$ cat config.mk
export PLATFORM = sky130hd
export DESIGN_NAME = ptw3
export DESIGN_NICKNAME = d
export VERILOG_FILES = /design/src/rtl/ptw3.sv
export SDC_FILE = /design/constraint.sdc
export NUM_CORES = 1
export LEC_CHECK = 0
export ABC_AREA = 1
export BUFFER_PORTS_ARGS = -buffer_cell sky130_fd_sc_hd__buf_2
export CORE_MARGIN = 2
export CORE_UTILIZATION = 30
export DETAILED_ROUTE_END_ITERATION = 6
export PLACE_DENSITY = 0.54
export SYNTH_ARGS = -nofsm -noshare
export SYNTH_HDL_FRONTEND = slang
export SYNTH_SLANG_ARGS = --single-unit
export TNS_END_PERCENT = 10
$ cat constraint.sdc
create_clock -name clk -period 5.45 [get_ports clk]
set_input_delay 0.2725 -clock clk [delete_from_list [all_inputs] [get_ports clk]]
set_output_delay 0.2725 -clock clk [all_outputs]
set_load 0.02 [all_outputs]
$ cat src/rtl/ptw3.sv
module ptw3 #(
  parameter int PG_BITS  = 13,
  parameter int IDX_BITS = 10,
  parameter int SP_BITS  = 40
) (
  input  logic        clk,
  input  logic        rst_n,
  input  logic        req_valid,
  output logic        req_ready,
  input  logic [63:0] req_vaddr,
  input  logic [1:0]  req_acc,
  input  logic        req_user,
  input  logic [63:0] ptbase,
  output logic        mem_req_valid,
  input  logic        mem_req_ready,
  output logic [63:0] mem_req_addr,
  input  logic        mem_rsp_valid,
  input  logic [63:0] mem_rsp_data,
  output logic        rsp_valid,
  input  logic        rsp_ready,
  output logic        rsp_fault,
  output logic [2:0]  rsp_code,
  output logic [63:0] rsp_paddr,
  output logic [2:0]  rsp_prot,
  output logic [63:0] rsp_vaddr,
  output logic [1:0]  rsp_acc
);
  localparam int VA_BITS = PG_BITS + 3 * IDX_BITS;
  localparam logic [2:0] C_TNV = 3'd0, C_ACV = 3'd1, C_FOR = 3'd2, C_FOE = 3'd3, C_FOW = 3'd4;

  typedef enum logic [1:0] {S_IDLE, S_RD, S_WT, S_DONE} state_t;
  state_t      state;
  logic [1:0]  lvl, acc;
  logic        user;
  logic [63:0] va, base;

  logic [63-VA_BITS:0] hi;
  logic                canon, sp;
  assign hi    = req_vaddr[63:VA_BITS];
  assign canon = (&hi) | ~(|hi);
  assign sp    = req_vaddr[63] && (req_vaddr[VA_BITS-1 -: 2] == 2'b10);

  logic [IDX_BITS-1:0] idx;
  always_comb
    case (lvl)
      2'd0:    idx = va[PG_BITS + 2*IDX_BITS +: IDX_BITS];
      2'd1:    idx = va[PG_BITS + IDX_BITS +: IDX_BITS];
      default: idx = va[PG_BITS +: IDX_BITS];
    endcase

  assign req_ready     = (state == S_IDLE);
  assign mem_req_valid = (state == S_RD);
  assign mem_req_addr  = base + {{(61-IDX_BITS){1'b0}}, idx, 3'b000};
  assign rsp_valid     = (state == S_DONE);
  assign rsp_vaddr     = va;
  assign rsp_acc       = (acc == 2'd2) ? 2'b11 : (acc == 2'd3) ? 2'b10 : acc;

  logic [2:0] need, grant, masked, fo_code;
  logic       rd_en, wr_en, leaf_acv, leaf_fo;
  assign need     = (acc == 2'd0) ? 3'b001 : (acc == 2'd1) ? 3'b010 : (acc == 2'd2) ? 3'b100 : 3'b000;
  assign rd_en    = user ? mem_rsp_data[9]  : mem_rsp_data[8];
  assign wr_en    = user ? mem_rsp_data[13] : mem_rsp_data[12];
  assign grant    = {rd_en, wr_en, rd_en};
  assign masked   = grant & ~mem_rsp_data[3:1];
  assign leaf_acv = (|need) && !(|(grant & need));
  assign leaf_fo  = (|need) && !(|(masked & need));
  assign fo_code  = need[2] ? C_FOE : need[1] ? C_FOW : C_FOR;

  always_ff @(posedge clk or negedge rst_n)
    if (!rst_n) begin
      state <= S_IDLE; lvl <= 2'd0; acc <= 2'd0; user <= 1'b0;
      va <= '0; base <= '0;
      rsp_fault <= 1'b0; rsp_code <= C_TNV; rsp_paddr <= '0; rsp_prot <= 3'b000;
    end else begin
      case (state)
        S_IDLE: if (req_valid) begin
          va <= req_vaddr; acc <= req_acc; user <= req_user; base <= ptbase; lvl <= 2'd0;
          if (!canon || (sp && req_user)) begin
            state <= S_DONE; rsp_fault <= 1'b1; rsp_code <= C_ACV;
            rsp_paddr <= '0; rsp_prot <= 3'b000;
          end else if (sp) begin
            state <= S_DONE; rsp_fault <= 1'b0; rsp_code <= C_TNV;
            rsp_paddr <= 64'(req_vaddr[SP_BITS-1:0]); rsp_prot <= 3'b111;
          end else
            state <= S_RD;
        end
        S_RD: if (mem_req_ready) state <= S_WT;
        S_WT: if (mem_rsp_valid) begin
          state <= S_DONE; rsp_fault <= 1'b1; rsp_paddr <= '0; rsp_prot <= 3'b000;
          if (!mem_rsp_data[0])
            rsp_code <= C_TNV;
          else if (lvl != 2'd2) begin
            if (!mem_rsp_data[8])
              rsp_code <= C_ACV;
            else begin
              state     <= S_RD;
              rsp_fault <= 1'b0;
              base      <= 64'(mem_rsp_data[63:32]) << PG_BITS;
              lvl       <= lvl + 2'd1;
            end
          end else if (leaf_acv)
            rsp_code <= C_ACV;
          else if (leaf_fo)
            rsp_code <= fo_code;
          else begin
            rsp_fault <= 1'b0; rsp_code <= C_TNV;
            rsp_paddr <= 64'({mem_rsp_data[63:32], va[PG_BITS-1:0]});
            rsp_prot  <= masked;
          end
        end
        default: if (rsp_ready) state <= S_IDLE;
      endcase
    end

  AST_NONCANON_ACV: assert property (@(posedge clk) disable iff (!rst_n)
    req_valid && req_ready && !canon |=> rsp_valid && rsp_fault && rsp_code == 3'd1);
  AST_KSEG_DIRECT: assert property (@(posedge clk) disable iff (!rst_n)
    req_valid && req_ready && canon && sp && !req_user |=> rsp_valid && !rsp_fault && rsp_prot == 3'b111);
  AST_PROBE_NO_PERM: assert property (@(posedge clk) disable iff (!rst_n)
    rsp_valid && rsp_acc == 2'b10 && rsp_fault |-> rsp_code <= 3'd1);
  AST_FAULT_NO_PROT: assert property (@(posedge clk) disable iff (!rst_n)
    rsp_valid && rsp_fault |-> rsp_prot == 3'b000);
  AST_MEM_HOLD: assert property (@(posedge clk) disable iff (!rst_n)
    mem_req_valid && !mem_req_ready |=> mem_req_valid && $stable(mem_req_addr));
  AST_RSP_HOLD: assert property (@(posedge clk) disable iff (!rst_n)
    rsp_valid && !rsp_ready |=> rsp_valid && $stable(rsp_code) && $stable(rsp_paddr) && $stable(rsp_fault));
  AST_BUSY_NO_REQ: assert property (@(posedge clk) disable iff (!rst_n)
    (mem_req_valid || rsp_valid) |-> !req_ready);
endmodule

==> impl_metrics.tcl <==
set metrics [dict create \
    status "completed" \
    nFillCells 4009 \
    drt_wl_total_um 46100 \
    crit_family "simple AND/OR/NAND/NOR gates" \
    cts_buffers 17 \
    drive_gt1_share_pct 25.5 \
    grt_max_degree 118 \
    setup_viol 0 \
    final_hold_viol_count 0 \
    start_kind "flip-flop" \
    final_net_count 2057 \
    crit_path_frequent_cell "nand3_1" \
    dpl_cell_area_um2 13300 \
    cp.buffers_inverters 3 \
    worst_ep_arrival_time_ns 4.44 \
    drt_pass1_iterations 7 \
    crit_type "flip-flop to output pin" \
    comb_power_share_pct 58.8 \
    coreArea_um2 36800 \
    ys_types 33 \
    cts_resized 0 \
    seq_power_share_pct 26.5 \
    ys_warn_count 0 \
    synthFlopType "dfrtp_1" \
    critPathCaptureType "output pin" \
    final.period_utilization_pct 86.5 \
    r2r_slack_ns 1.96 \
    netlist.area_leader.share_pct 41.6 \
    worstPathCellList "inv_1 > ha_1 > clkinv_1 > nand3_1 > nand3_1 > ha_1 > a21o_1 > a21boi_0 > nand3_1 > nand3_1 > nor2_1 > nand3_1 > nand2_1 > buf_2" \
    cts_buffer_depth 2 \
    yosysTopAreaCell "dfrtp_1" \
    p_clk_share_pct 14.7 \
    power.leakage_nw 7.31 \
    slew_headroom_pct 21.5 \
    fin_setup_tns_ns 0 \
    ant_nets 0 \
    first_global_vias 11100 \
    drc 0 \
    syn_inst 1519 \
    finalCriticalPeriod_ns 4.71 \
    postCtsSetupBuffers 0 \
    vias 11400 \
    start_util_pct 30.6 \
    path_max_fanout 12 \
    fin_skew_ns 0.0110 \
    drv_cap 0 \
    cts_hold_buf 1 \
    internal_power_mw 4.32 \
    top_layer_used "met5" \
    cts_max_level 4 \
    tightest_slew_ns 1.18 \
    slowest_delay_ns 0.55 \
    worst_skew_pair.late_latency_ns 0.45 \
    syn2layout_area_growth_pct 24.3 \
    clock_sinks 187 \
    cts_tree "built" \
    ys_seq_area_share_pct 41.6 \
    die_h_um 198 \
    p_total_mw 9.32 \
    root_buffer "clkbuf_16" \
    design_area_um2 14000 \
    grt_util_all_layers_pct 23.6 \
    switching_power_mw 5.01 \
    die_area_um2 39000 \
    worst_ir_drop_vdd_uv 346 \
    die_x_um 198 \
    hpwlAfterDp_um 35800 \
    synth.avg_cell_area_um2 7.40 \
    row_count 70 \
    power_density_nw_per_um2 667 \
    worst_hold_slack_ns 0.0618 \
    report.final.slew_viol_count 0 \
    path_clk_slew_ns 0.08 \
    routedWlPerCell_um 19.8 \
    port_buffers 361 \
    p_sw_share_pct 53.7 \
    met2RoutedLength_um 22000 \
    hold_path.class "primary input to flip-flop" \
    max_freq_mhz 212 \
    required_ns 5.18 \
    avgViaCountPerCell 4.89 \
    m1WireLength_um 19300 \
    synth_commonest_cells "nand2_1 (496), dfrtp_1 (187), nand3_1 (157), nor2_1 (141), inv_1 (109)" \
    grt_pass1_wl_um 68200 \
    ys_ff_latch 187 \
    syn_area_um2 11200 \
    synth_area_leaders "dfrtp_1 (42%), nand2_1 (17%), nand3_1 (7.0%)" \
    synth_edf_count 0 \
    overflow 0 \
    ys_async_sr_fraction_pct 100 \
    rsz0062_at_grt "no" \
    gp_congestion 0.887 \
    io_pins 405 \
    wl_met3_um 3630 \
    crit_path_top_delay_cell "nand3_1" \
    drt_iter0_drc 748 \
    yosysMostFrequentCell "nand2_1" \
    antenna_found_initial 12 \
]
[worst paths after layout]
check | to | startpoint | cells after the start
min in group asynchronous | base[2] | rst_n | 2
worst max-delay path | mem_req_addr[44] | lvl[0] | 14
worst min-delay path | rsp_vaddr[40] | req_vaddr[40] | 2
worst max register to register | base[52] | state[1] | 9
max in group asynchronous | base[3] | rst_n | 3
worst min register to register | rsp_paddr[24] | rsp_paddr[24] | 2
[logic make-up (layout without fill, tap and decap cells)]
family / Yosys count / after routing / share of synthesized area [%]
AO/OA/AOI/OAI: 117 / 117 / 5.78
adder cells (fa/ha/maj): 20 / 20 / 2.29
AND/OR/NAND/NOR: 899 / 899 / 34.1
XOR/XNOR: 38 / 38 / 2.96
flip-flops: 187 / 187 / 41.6
other: 1 / 26 / 0.0334
multiplexers: 52 / 52 / 5.21
buffers and inverters: 205 / 516 / 8.04
[routing by layer]
| layer | up-vias | global-route usage [%] |
|---|---|---|
| li1 | 5561 | - |
| met1 | 5341 | 29.9 |
| met2 | 406 | 39.4 |
| met3 | 49 | 6.47 |
| met4 | 10 | 7.02 |
| met5 | - | 0 |
[through the flow]
step           instances  utilization [%]  setup slack (ns)
2_1_floorplan       1537                -              2.37
3_3_place_gp        2284             36.2              1.31
3_5_place_dp        2284             36.2              1.26
4_1_cts             2316             37.9             0.729
5_1_grt             2318             38.0             0.347
6_report            2323             38.0             0.735
[layout make-up]
type	count	area, um2	area share (%)
clock buffers	19	443	3.17
clock inverters	12	176	1.26
repair buffers	370	1900	13.6
inverters	115	433	3.10
flip-flops and latches	187	4680	33.5
diodes	7	17.5	0.125
well taps	468	586	4.19
multi-input cells	1145	5740	41.1
[state kept, by name, indices dropped and copies added (netlist names), 2 cells and up]
register	flops
acc	2
rsp_vaddr	64
state	2
rsp_paddr	45
lvl	2
base	64
rsp_prot	3
rsp_code	3
[power groups by stage]
stage | registers, mW | logic (mW) | clock network, mW
6_report | 2.47 | 5.48 | 1.37
5_1_grt | 2.54 | 6.03 | 1.47
4_1_cts | 2.47 | 5.53 | 1.41
3_5_place_dp | 2.49 | 5.52 | 0
3_3_place_gp | 2.48 | 5.48 | 0
2_1_floorplan | 2.61 | 3.44 | 0
[cells in the final DEF, fill, tap and decap left out, types with 4 or more instances in the layout]
cell and n:
nand3b_1 10, a21oi_1 24, a31oi_1 34, xor2_1 30
ha_1 19, clkbuf_16 17, inv_1 109, conb_1 19
nand2_1 494, inv_8 4, nand3_1 157, o21ai_1 22
or2_2 8, o21ai_0 31, nand4_1 61, diode_2 7
mux2_2 52, buf_4 7, nor3_1 22, xnor2_1 8
nor2_1 140, dfrtp_1 187, buf_2 360
No activity file was read; power rests on OpenSTA's default activity.
